**src/rtl/ctxrf_pkg.sv**
```systemverilog
package ctxrf_pkg;
  // mode input encoding
  localparam logic MODE_FINE   = 1'b0;
  localparam logic MODE_COARSE = 1'b1;
  // number of read ports in the file
  localparam int NRD = 2;
endpackage

```
**src/rtl/ctxrf_sel.sv**
```systemverilog
module ctxrf_sel
  import ctxrf_pkg::*;
#(
  parameter int NTHR = 4,
  localparam int TW = $clog2(NTHR)
) (
  input  logic            clk,
  input  logic            rst,
  input  logic            mode_i,
  input  logic [NTHR-1:0] stall_i,
  output logic [TW-1:0]   cur_o,
  output logic            idle_o
);

  logic [TW-1:0] cur_q, nxt;
  logic          idle_q;
  logic          all_stall;
  logic          found;

  assign all_stall = &stall_i;

  always_comb begin
    nxt   = cur_q;
    found = 1'b0;
    if (!(mode_i == MODE_COARSE && !stall_i[cur_q])) begin
      for (int k = 1; k <= NTHR; k++) begin
        if (!found && !stall_i[(int'(cur_q) + k) % NTHR]) begin
          found = 1'b1;
          nxt   = TW'((int'(cur_q) + k) % NTHR);
        end
      end
    end
  end

  always_ff @(posedge clk) begin
    if (rst) begin
      cur_q  <= '0;
      idle_q <= 1'b0;
    end else begin
      cur_q  <= nxt;
      idle_q <= all_stall;
    end
  end

  assign cur_o  = cur_q;
  assign idle_o = idle_q;

  // checker state: stall flags seen one cycle earlier
  logic [NTHR-1:0] stall_d;
  always_ff @(posedge clk) begin
    if (rst) stall_d <= '1;
    else     stall_d <= stall_i;
  end

  p_coarse_hold_r6: assert property (@(posedge clk) disable iff (rst)
    (mode_i == MODE_COARSE && !stall_i[cur_q]) |=> (cur_q == $past(cur_q)));

  p_all_stall_r7: assert property (@(posedge clk) disable iff (rst)
    all_stall |=> (idle_o && cur_q == $past(cur_q)));

  p_pick_ready_r5: assert property (@(posedge clk) disable iff (rst)
    (!all_stall) |=> !stall_d[cur_q]);

endmodule

```
**src/rtl/ctxrf_bank.sv**
```systemverilog
module ctxrf_bank #(
  parameter int AW = 5,
  parameter int DW = 32,
  localparam int DEPTH = 2 ** AW
) (
  input  logic          clk,
  input  logic          we,
  input  logic [AW-1:0] wa,
  input  logic [DW-1:0] wd,
  input  logic [AW-1:0] ra,
  output logic [DW-1:0] rd
);

  logic [DW-1:0] mem [DEPTH];
  logic [DW-1:0] rd_q;

  // simple dual-port RAM, registered read, old data on collision
  always_ff @(posedge clk) begin
    if (we) mem[wa] <= wd;
    rd_q <= mem[ra];
  end

  assign rd = rd_q;

endmodule

```
**src/rtl/ctxrf_vld.sv**
```systemverilog
module ctxrf_vld
  import ctxrf_pkg::*;
#(
  parameter int AW = 5,
  localparam int DEPTH = 2 ** AW
) (
  input  logic          clk,
  input  logic          rst,
  input  logic          we,
  input  logic [AW-1:0] wa,
  input  logic [AW-1:0] ra [NRD],
  output logic          v  [NRD]
);

  logic [DEPTH-1:0] vld_q;
  logic             v_q [NRD];

  always_ff @(posedge clk) begin
    if (rst) vld_q <= '0;
    else if (we) vld_q[wa] <= 1'b1;
  end

  for (genvar p = 0; p < NRD; p++) begin : g_rd
    always_ff @(posedge clk) begin
      if (rst) v_q[p] <= 1'b0;
      else     v_q[p] <= vld_q[ra[p]];
    end
    assign v[p] = v_q[p];
  end

  p_set_after_write_r2: assert property (@(posedge clk) disable iff (rst)
    we |=> vld_q[$past(wa)]);

endmodule

```
**src/rtl/ctxrf_top.sv**
```systemverilog
module ctxrf_top
  import ctxrf_pkg::*;
#(
  parameter int NTHR = 4,
  parameter int NREG = 8,
  parameter int DW   = 32,
  localparam int TW = $clog2(NTHR),
  localparam int RW = $clog2(NREG),
  localparam int AW = TW + RW
) (
  input  logic            clk,
  input  logic            rst,
  input  logic            mode,
  input  logic [NTHR-1:0] stall,
  input  logic [RW-1:0]   rd_addr_a,
  input  logic [RW-1:0]   rd_addr_b,
  output logic [DW-1:0]   rd_data_a,
  output logic [DW-1:0]   rd_data_b,
  input  logic            wr_en,
  input  logic [TW-1:0]   wr_tid,
  input  logic [RW-1:0]   wr_addr,
  input  logic [DW-1:0]   wr_data,
  output logic [TW-1:0]   cur_tid,
  output logic            idle
);

  logic [TW-1:0] tid;
  logic          we_eff;
  logic [AW-1:0] wa_phys;
  logic [AW-1:0] ra_phys [NRD];
  logic [RW-1:0] ra_reg  [NRD];
  logic [DW-1:0] ram_q   [NRD];
  logic          vld     [NRD];
  logic [DW-1:0] rdat    [NRD];

  ctxrf_sel #(.NTHR(NTHR)) u_sel (
    .clk    (clk),
    .rst    (rst),
    .mode_i (mode),
    .stall_i(stall),
    .cur_o  (tid),
    .idle_o (idle)
  );

  // register 0 is never written, so its valid bit stays clear
  assign we_eff  = wr_en && (wr_addr != '0);
  assign wa_phys = {wr_tid, wr_addr};
  assign ra_reg[0] = rd_addr_a;
  assign ra_reg[1] = rd_addr_b;

  ctxrf_vld #(.AW(AW)) u_vld (
    .clk(clk),
    .rst(rst),
    .we (we_eff),
    .wa (wa_phys),
    .ra (ra_phys),
    .v  (vld)
  );

  for (genvar p = 0; p < NRD; p++) begin : g_port
    assign ra_phys[p] = {tid, ra_reg[p]};
    ctxrf_bank #(.AW(AW), .DW(DW)) u_bank (
      .clk(clk),
      .we (we_eff),
      .wa (wa_phys),
      .wd (wr_data),
      .ra (ra_phys[p]),
      .rd (ram_q[p])
    );
    assign rdat[p] = vld[p] ? ram_q[p] : '0;
  end

  assign rd_data_a = rdat[0];
  assign rd_data_b = rdat[1];
  assign cur_tid   = tid;

  p_zero_reg_a_r4: assert property (@(posedge clk) disable iff (rst)
    (rd_addr_a == '0) |=> (rd_data_a == '0));

  p_zero_reg_b_r4: assert property (@(posedge clk) disable iff (rst)
    (rd_addr_b == '0) |=> (rd_data_b == '0));

endmodule

```
**config.mk**
```make
export PLATFORM = sky130hd
export DESIGN_NAME = ctxrf_top
export DESIGN_NICKNAME = d
export VERILOG_FILES = /design/src/rtl/ctxrf_pkg.sv /design/src/rtl/ctxrf_sel.sv /design/src/rtl/ctxrf_bank.sv /design/src/rtl/ctxrf_vld.sv /design/src/rtl/ctxrf_top.sv
export SDC_FILE = /design/constraint.sdc
export NUM_CORES = 1
export LEC_CHECK = 0
export BUFFER_PORTS_ARGS = -buffer_cell sky130_fd_sc_hd__buf_2
export CORE_MARGIN = 2
export CORE_UTILIZATION = 31
export DETAILED_ROUTE_END_ITERATION = 10
export HOLD_SLACK_MARGIN = 0.15
export SLEW_MARGIN = 30
export SYNTH_ARGS = -nofsm -noshare
export SYNTH_HDL_FRONTEND = slang
export SYNTH_SLANG_ARGS = --single-unit
```
**constraint.sdc**
```tcl
create_clock -name clk -period 4.4 [get_ports clk]
set_clock_uncertainty 0.05 [all_clocks]
set_input_delay 0.44 -clock clk [delete_from_list [all_inputs] [get_ports clk]]
set_output_delay 0.44 -clock clk [all_outputs]
set_load 0.02 [all_outputs]
```
Yosys cells after proc, flatten, opt, wreduce, memory -nomap -nowiden
Memories as Yosys holds them, arrays and structs flattened. A register that Yosys moved wholly into a read port is not among the register bits.
Cells that the tools add are included.
- memories: 3
- bits of input ports: 51
- bits in writable memories: 2050
- flip-flop bits (word level): 35
- equal/unequal tests: 1
- bitwise logic cells: 8
- reductions and logical operators: 20
- add/subtract/negate cells: 4
- mux-type cells: 39
- magnitude comparators: 9
- memory list (name ; depth ; bits a word ; rd ports ; clocked after Yosys merged registers in ; write ports ; RTL line ; text):
    g_port[0].u_bank.mem ; 32 ; 32 ; 1 ; 1 ; 1 ; ctxrf_bank.sv:14 ; logic [DW-1:0] mem [DEPTH];
    g_port[1].u_bank.mem ; 32 ; 32 ; 1 ; 1 ; 1 ; ctxrf_bank.sv:14 ;
    u_vld.v_q ; 2 ; 1 ; 2 ; 0 ; 2 ; ctxrf_vld.sv:16 ; logic v_q [NRD];
- operator list (kind ; count):
    $mux 32 ; 2
    $or 32x32->32 ; 1
    $mux 1 ; 25
    $lt 5x6->1 const B ; 3
    $lt 3x4->1 const B ; 4
    $bmux 1 s2 ; 5
    $bmux 1 s5 ; 2
    $mux 2 ; 4
    $reduce_or 2->1 ; 4
    $logic_not 1->1 ; 7
    $logic_and 1x1->1 ; 6
    $demux 1 s5 ; 1
    $ge 5x1->1 const B ; 1
    $add 2x1->2 const B ; 2
    $add 2x2->2 const B ; 2
    $and 1x1->1 const A ; 4
    $ne 4x4->1 const B ; 1
    $reduce_and 4->1 ; 1
    $lt 2x3->1 const B ; 1
    $reduce_bool 3->1 ; 1
    $or 1x1->1 ; 2
    $reduce_and 2->1 ; 1
    $not 1->1 ; 1

Depth between registers and ports, before layout
Gate-level depths: netlist of the first run.
- depth after elaboration: 20
- gate-level depth with buffers: 8
- depth with buffers taken out: 5

By module
From an unflattened synthesis of the first run, not the netlist that was laid out.
- cells, all modules: 4790
- area total of the unflattened synthesis: 83440.0 sq um
- modules (own cells, without submodules) (module ; area each (sq um) ; seq. area each (sq um) ; times used ; cells an instance):
    ctxrf_bank ; 40485.1 ; 31390.1 ; 2 ; 2260
    ctxrf_vld ; 1691.6 ; 680.7 ; 1 ; 169
    ctxrf_top ; 519.2 ; 0.0 ; 1 ; 71
    ctxrf_sel ; 259.0 ; 60.1 ; 1 ; 30

Worst setup path after synthesis of the first run
No wires, ideal clock.
- kind: input to register
- from: input port wr_tid[0]
- to: memory g_port[1].u_bank.mem[12][0] (enable)
- cell stages on the path: 3
- data required time: 3.886 ns
- arrival: 2.992 ns
- slack: 0.894 ns
- library setup time: 0.464 ns
- cell sequence: nor2b_1 nand3_1 nor3_1
- RTL lines (element ; RTL line ; text):
    from (decl) ; ctxrf_top.sv:20 ; input logic [TW-1:0] wr_tid,
    to (decl) ; ctxrf_bank.sv:14 ;
No word-level cell before the write port.

==> results of run 1 <==
[worst paths after layout]
check                                      from                           end  slack, ns
worst max register to register   u_sel.cur_o[0]       g_port[0].u_bank.rd[13]       2.01
worst max-delay path               u_vld.v_q[0]                 rd_data_a[16]       1.52
worst min register to register  u_vld.vld_q[16]               u_vld.vld_q[16]       0.43
worst min-delay path                wr_data[30]  g_port[1].u_bank.mem[16][30]       0.18
[logic make-up after synthesis]
| logic type | share of synthesized area (%) |
|---|---|
| flops | 65.1 |
| mux | 30.6 |
| simple gates | 2.24 |
| buf+inv | 1.64 |
| compound gates | 0.403 |
| other cells | 0.00745 |
[sequential cells by signal, summed over array words and instances (netlist names)]
register / cells
g_port.u_bank.rd: 64
u_vld.vld_q: 32
u_vld.v_q: 2
g_port.u_bank.mem: 1024
u_sel.cur_o: 2
u_sel.idle_o: 1
[per-layer routing]
metal | routed length (um) | GRT usage (%) | share of wire, %
met5 | 51 | 0 | 0.038
met4 | 3250 | 4.91 | 2.4
met3 | 9500 | 2.72 | 7.0
met2 | 63900 | 25.9 | 47
met1 | 58200 | 23.3 | 43
[power groups by stage]
stage | clock network [mW] | logic [mW] | registers, mW
2_1_floorplan | 0 | 2.44 | 12.5
3_3_place_gp | 0 | 3.45 | 12.9
3_5_place_dp | 0 | 3.45 | 12.9
4_1_cts | 9.95 | 3.50 | 12.7
5_1_grt | 10.3 | 3.66 | 12.7
6_report | 9.75 | 3.44 | 12.7
[area by class of cell]
type	count	area (um^2)
inverter	1	3.75
sequential	1125	32800
tap	2160	2700
fill	14600	102000
multi-input combinational	1111	17400
timing repair buffer	238	2090
antenna	3	7.51
clock buffer	142	3060
clock inverter	77	678
[stage by stage]
step	std cells	power, mW
floorplan	2409	15.0
global placement	4599	16.4
detailed placement	4602	16.4
CTS	4854	26.1
global route	4856	26.7
finish	4857	25.8
[worst max-delay path: stages, from the launching register on]
cell	delay, ns
dfxtp_2	0.68
buf_4	0.45
and2_1	0.30
buf_2	0.21
[cell usage in the layout, fill, tap and decap left out, types with 32 or more instances in the layout]
| cell | n |
|---|---|
| edfxtp_1 | 1024 |
| mux4_2 | 640 |
| conb_1 | 128 |
| clkbuf_16 | 118 |
| buf_2 | 111 |
| dfxtp_1 | 97 |
| mux2_2 | 64 |
| and2_1 | 64 |
| nor2_1 | 62 |
| buf_4 | 53 |
| dlygate4sd3_1 | 33 |
| buf_12 | 32 |
==> metrics.yaml, run 1 <==
final_max_slew_viol_count: 0
synthTopCellsByCount: "1024 x edfxtp_1, 640 x mux4_2, 101 x dfxtp_1"
fin_tns_setup_ns: 0
hold_buffers: 33
insertion_delay_ns: 0.72
synth_top_area_share_pct: 61.1
grt_max_degree: 81
post_cts_resized: 0
period_minus_slack_ns: 2.88
synth_cell_types: 34
die_h_um: 407
cts_setup_buffers: 0
cts_root_buf: "clkbuf_16"
power_frac_seq_pct: 49.0
ir_worst_vdd_mv: 0.291
gp_congestion: 0.749
finalWorstSetupSlack_ns: 1.52
clk_path_buf_depth: 3
required_ns: 3.91
slew_headroom_pct: 31.7
hp-class: "primary input to register"
synth_top_cell_by_area: "edfxtp_1"
finish.utilization_pct: 36.5
h-tree-depth: 3
ys_ff_latch: 1125
initial_core_util_pct: 31.3
core_area_um2: 161000
dp_worst_setup_slack_ns: 1.46
grt_pass1_vias: 26700
worstPathMaxFanout: 17
ys_seq_area_share_pct: 65.1
final_area_um2: 58700
viasPerCell: 5.30
rsz0062_at_grt: "no"
hpwl_mm: 74.8
start_kind: "register"
critical_path_class: "register to output port"
cts_made_buffers: 115
hold_path_depth: 1
cts_tree: "yes"
synthArstFlopShare_pct: 0
synthCells: 2282
setup_violations: 0
die_x_um: 407
num_rows: 147
switchingPower_mw: 6.46
reg2reg_depth: 3
yosys_warnings: 0
hold_viol: 0
crit_path_end_kind: "output port"
grt.total_usage_pct: 16.4
cts.sinks: 1125
ys.flop_type: "edfxtp_1"
drt_iter0_drc: 2695
via_count: 25700
arrival_ns: 2.39
worst_pin_slew_ns: 1.02
drive_gt1_share_pct: 41.6
intPower_mw: 19.4
syn_area_um2: 50300
ant_nets: 0
drv_cap: 0
synth-edff-count: 1024
synthTopCellsByArea: "edfxtp_1 61%, mux4_2 29%, dfxtp_1 4.0%, mux2_2 1.4%, and2_1 0.80%"
area_delta_synth_final_pct: 16.7
syn_area_per_cell_um2: 22.1
yosysMostFrequentCell: "edfxtp_1"
finalWirelength_mm: 135
drc: 0
finalCritPeriodShare_pct: 65.4
hold_slack_ns: 0.185
die_area_um2: 166000
io_pins: 118
grt_pass1_wl_mm: 194
power_frac_comb_pct: 13.3
power_leakage_nw: 18.6
p_per_area_nw_per_um2: 440
wire_per_inst_um: 27.8
path_clk_slew_ns: 0.06
antenna_found_initial: 6
first_pass_iters: 5
place.port_buffers: 117
swShare_pct: 25.0
p_clk_share_pct: 37.7
dpl_cell_area_um2: 54600
gr-total-overflow: 0
nets: 2643
maxClockFrequency_mhz: 348
outcome: "complete, no violations"
Note: power is estimated with default switching activity, not from simulation.
==> run 2: changes to the inputs <==
- clock period: 4.4 -> 2.7 ns (I/O delays scaled with it)
==> metrics.yaml, run 2 (synthesized netlist as in run 1, its figures left out) <==
first_pass_iters: 5
worst_pin_slew_ns: 0.712
initial_core_util_pct: 31.3
hold_viol: 0
place.port_buffers: 117
nets: 2717
required_ns: 2.38
grt_max_degree: 67
worstPathMaxFanout: 18
area_delta_synth_final_pct: 19.9
ant_nets: 0
h-tree-depth: 3
finalWirelength_mm: 137
finalCritPeriodShare_pct: 92.8
maxClockFrequency_mhz: 399
final_max_slew_viol_count: 0
nFillCells: 14500
layout_common_cells: "1024 x edfxtp_1, 640 x mux4_2, 128 x conb_1"
gr-total-overflow: 0
final_common_cell: "edfxtp_1"
rsz0062_at_grt: "no"
die_h_um: 407
via_count: 26100
fin_tns_setup_ns: 0
hold_buffers: 42
setup_violations: 0
die_x_um: 407
slew_headroom_pct: 52.6
slowest_stage: "dfxtp_2"
period_minus_slack_ns: 2.50
hp-class: "primary input to register"
grt_pass1_wl_mm: 197
hold_slack_ns: 0.252
ir_worst_vdd_mv: 0.512
hpwl_mm: 78.9
largest_reg_flops: 1024
post_cts_resized: 0
drv_cap: 0
final-seq-area_um2: 32800
grt.total_usage_pct: 16.7
insertion_delay_ns: 0.76
crit_path_end_kind: "output port"
max_flop_register: "g_port.u_bank.mem"
core_area_um2: 161000
cts_tree: "yes"
num_rows: 147
grt_pass1_vias: 27100
outcome: "complete, no violations"
finish.utilization_pct: 37.5
crit_chain: "buf_12 > and2_1 > buf_2"
multi_input_area_um2: 17400
gp_congestion: 0.746
cts.sinks: 1125
cts_made_buffers: 113
cp_top_family: "flip-flops"
power_leakage_nw: 19.3
critical_path_class: "register to output port"
die_area_um2: 166000
critical_path.max_stage_delay_ns: 0.66
cts_root_buf: "clkbuf_16"
drive_gt1_share_pct: 43.1
arrival_ns: 2.18
p_per_area_nw_per_um2: 714
start_kind: "register"
viasPerCell: 5.30
io_pins: 118
cts_setup_buffers: 0
drt_iter0_drc: 2624
clk_path_buf_depth: 3
path_buf_inv: 2
path_clk_slew_ns: 0.06
antenna_found_initial: 8
wire_per_inst_um: 27.8
drc: 0
run 2: cell count changes in the layout (fill, tap and decap cells not counted), sizes merged, moves of 3 or more:
cell and delta:
clkinvlp -4, dlygate4sd3 +9, bufinv +3, clkbuf +13
clkinv -19, buf +67
run 2: area by class of cell:
cell class                 instances  share of cell area [%]
multi-input combinational       1111                    28.9
timing repair buffer             314                    5.72
sequential                      1125                    54.4
antenna                            1                 0.00415
clock buffer                     155                    5.39
clock inverter                    59                    1.16
inverter                           1                 0.00622
tap                             2160                    4.48
run 2: final timing paths:
check | slack [ns] | start | cells past startpoint | end
min | 0.25 | wr_addr[1] | 3 | g_port[1].u_bank.mem[31][25]
max | 0.20 | u_vld.v_q[0] | 3 | rd_data_a[26]
max reg2reg | 0.28 | u_sel.cur_o[0] | 6 | u_sel.cur_o[0]
min reg2reg | 0.44 | u_vld.vld_q[16] | 1 | u_vld.vld_q[16]
run 2: power by group:
group / leakage (nW) / internal, mW / switching [mW]
Clock: 1.94 / 9.62 / 6.90
Sequential: 10.2 / 19.9 / 0.684
Combinational: 7.20 / 2.99 / 3.00
Total: 19.3 / 32.5 / 10.6
run 2: metal layers:
layer | part of all wire, % | vias up | wire (um) | GRT usage [%]
met5 | 0.031 | - | 43 | 0
met4 | 2.4 | 6 | 3320 | 4.89
met3 | 6.7 | 196 | 9190 | 2.66
met2 | 48 | 940 | 65500 | 26.7
met1 | 43 | 14300 | 58700 | 23.7
li1 | - | 10600 | - | -
run 2: metrics by stage:
step,cells,power [mW],instance area [um^2],setup WS (ns)
floorplan,2409,24.4,50800,0.210
global placement,4669,27.0,55900,0.250
detailed placement,4669,27.0,55900,0.271
CTS,4925,43.6,60300,0.128
global route,4925,44.6,60300,0.122
finish,4926,43.1,60300,0.195
run 2: worst reg2reg max path: cells and delay by family, from the launching register on:
kind,cells,cell delay (ns)
flops,1,0.69
buf+inv,1,0.61
compound gates,3,0.43
mux,1,0.25
simple gates,1,0.31
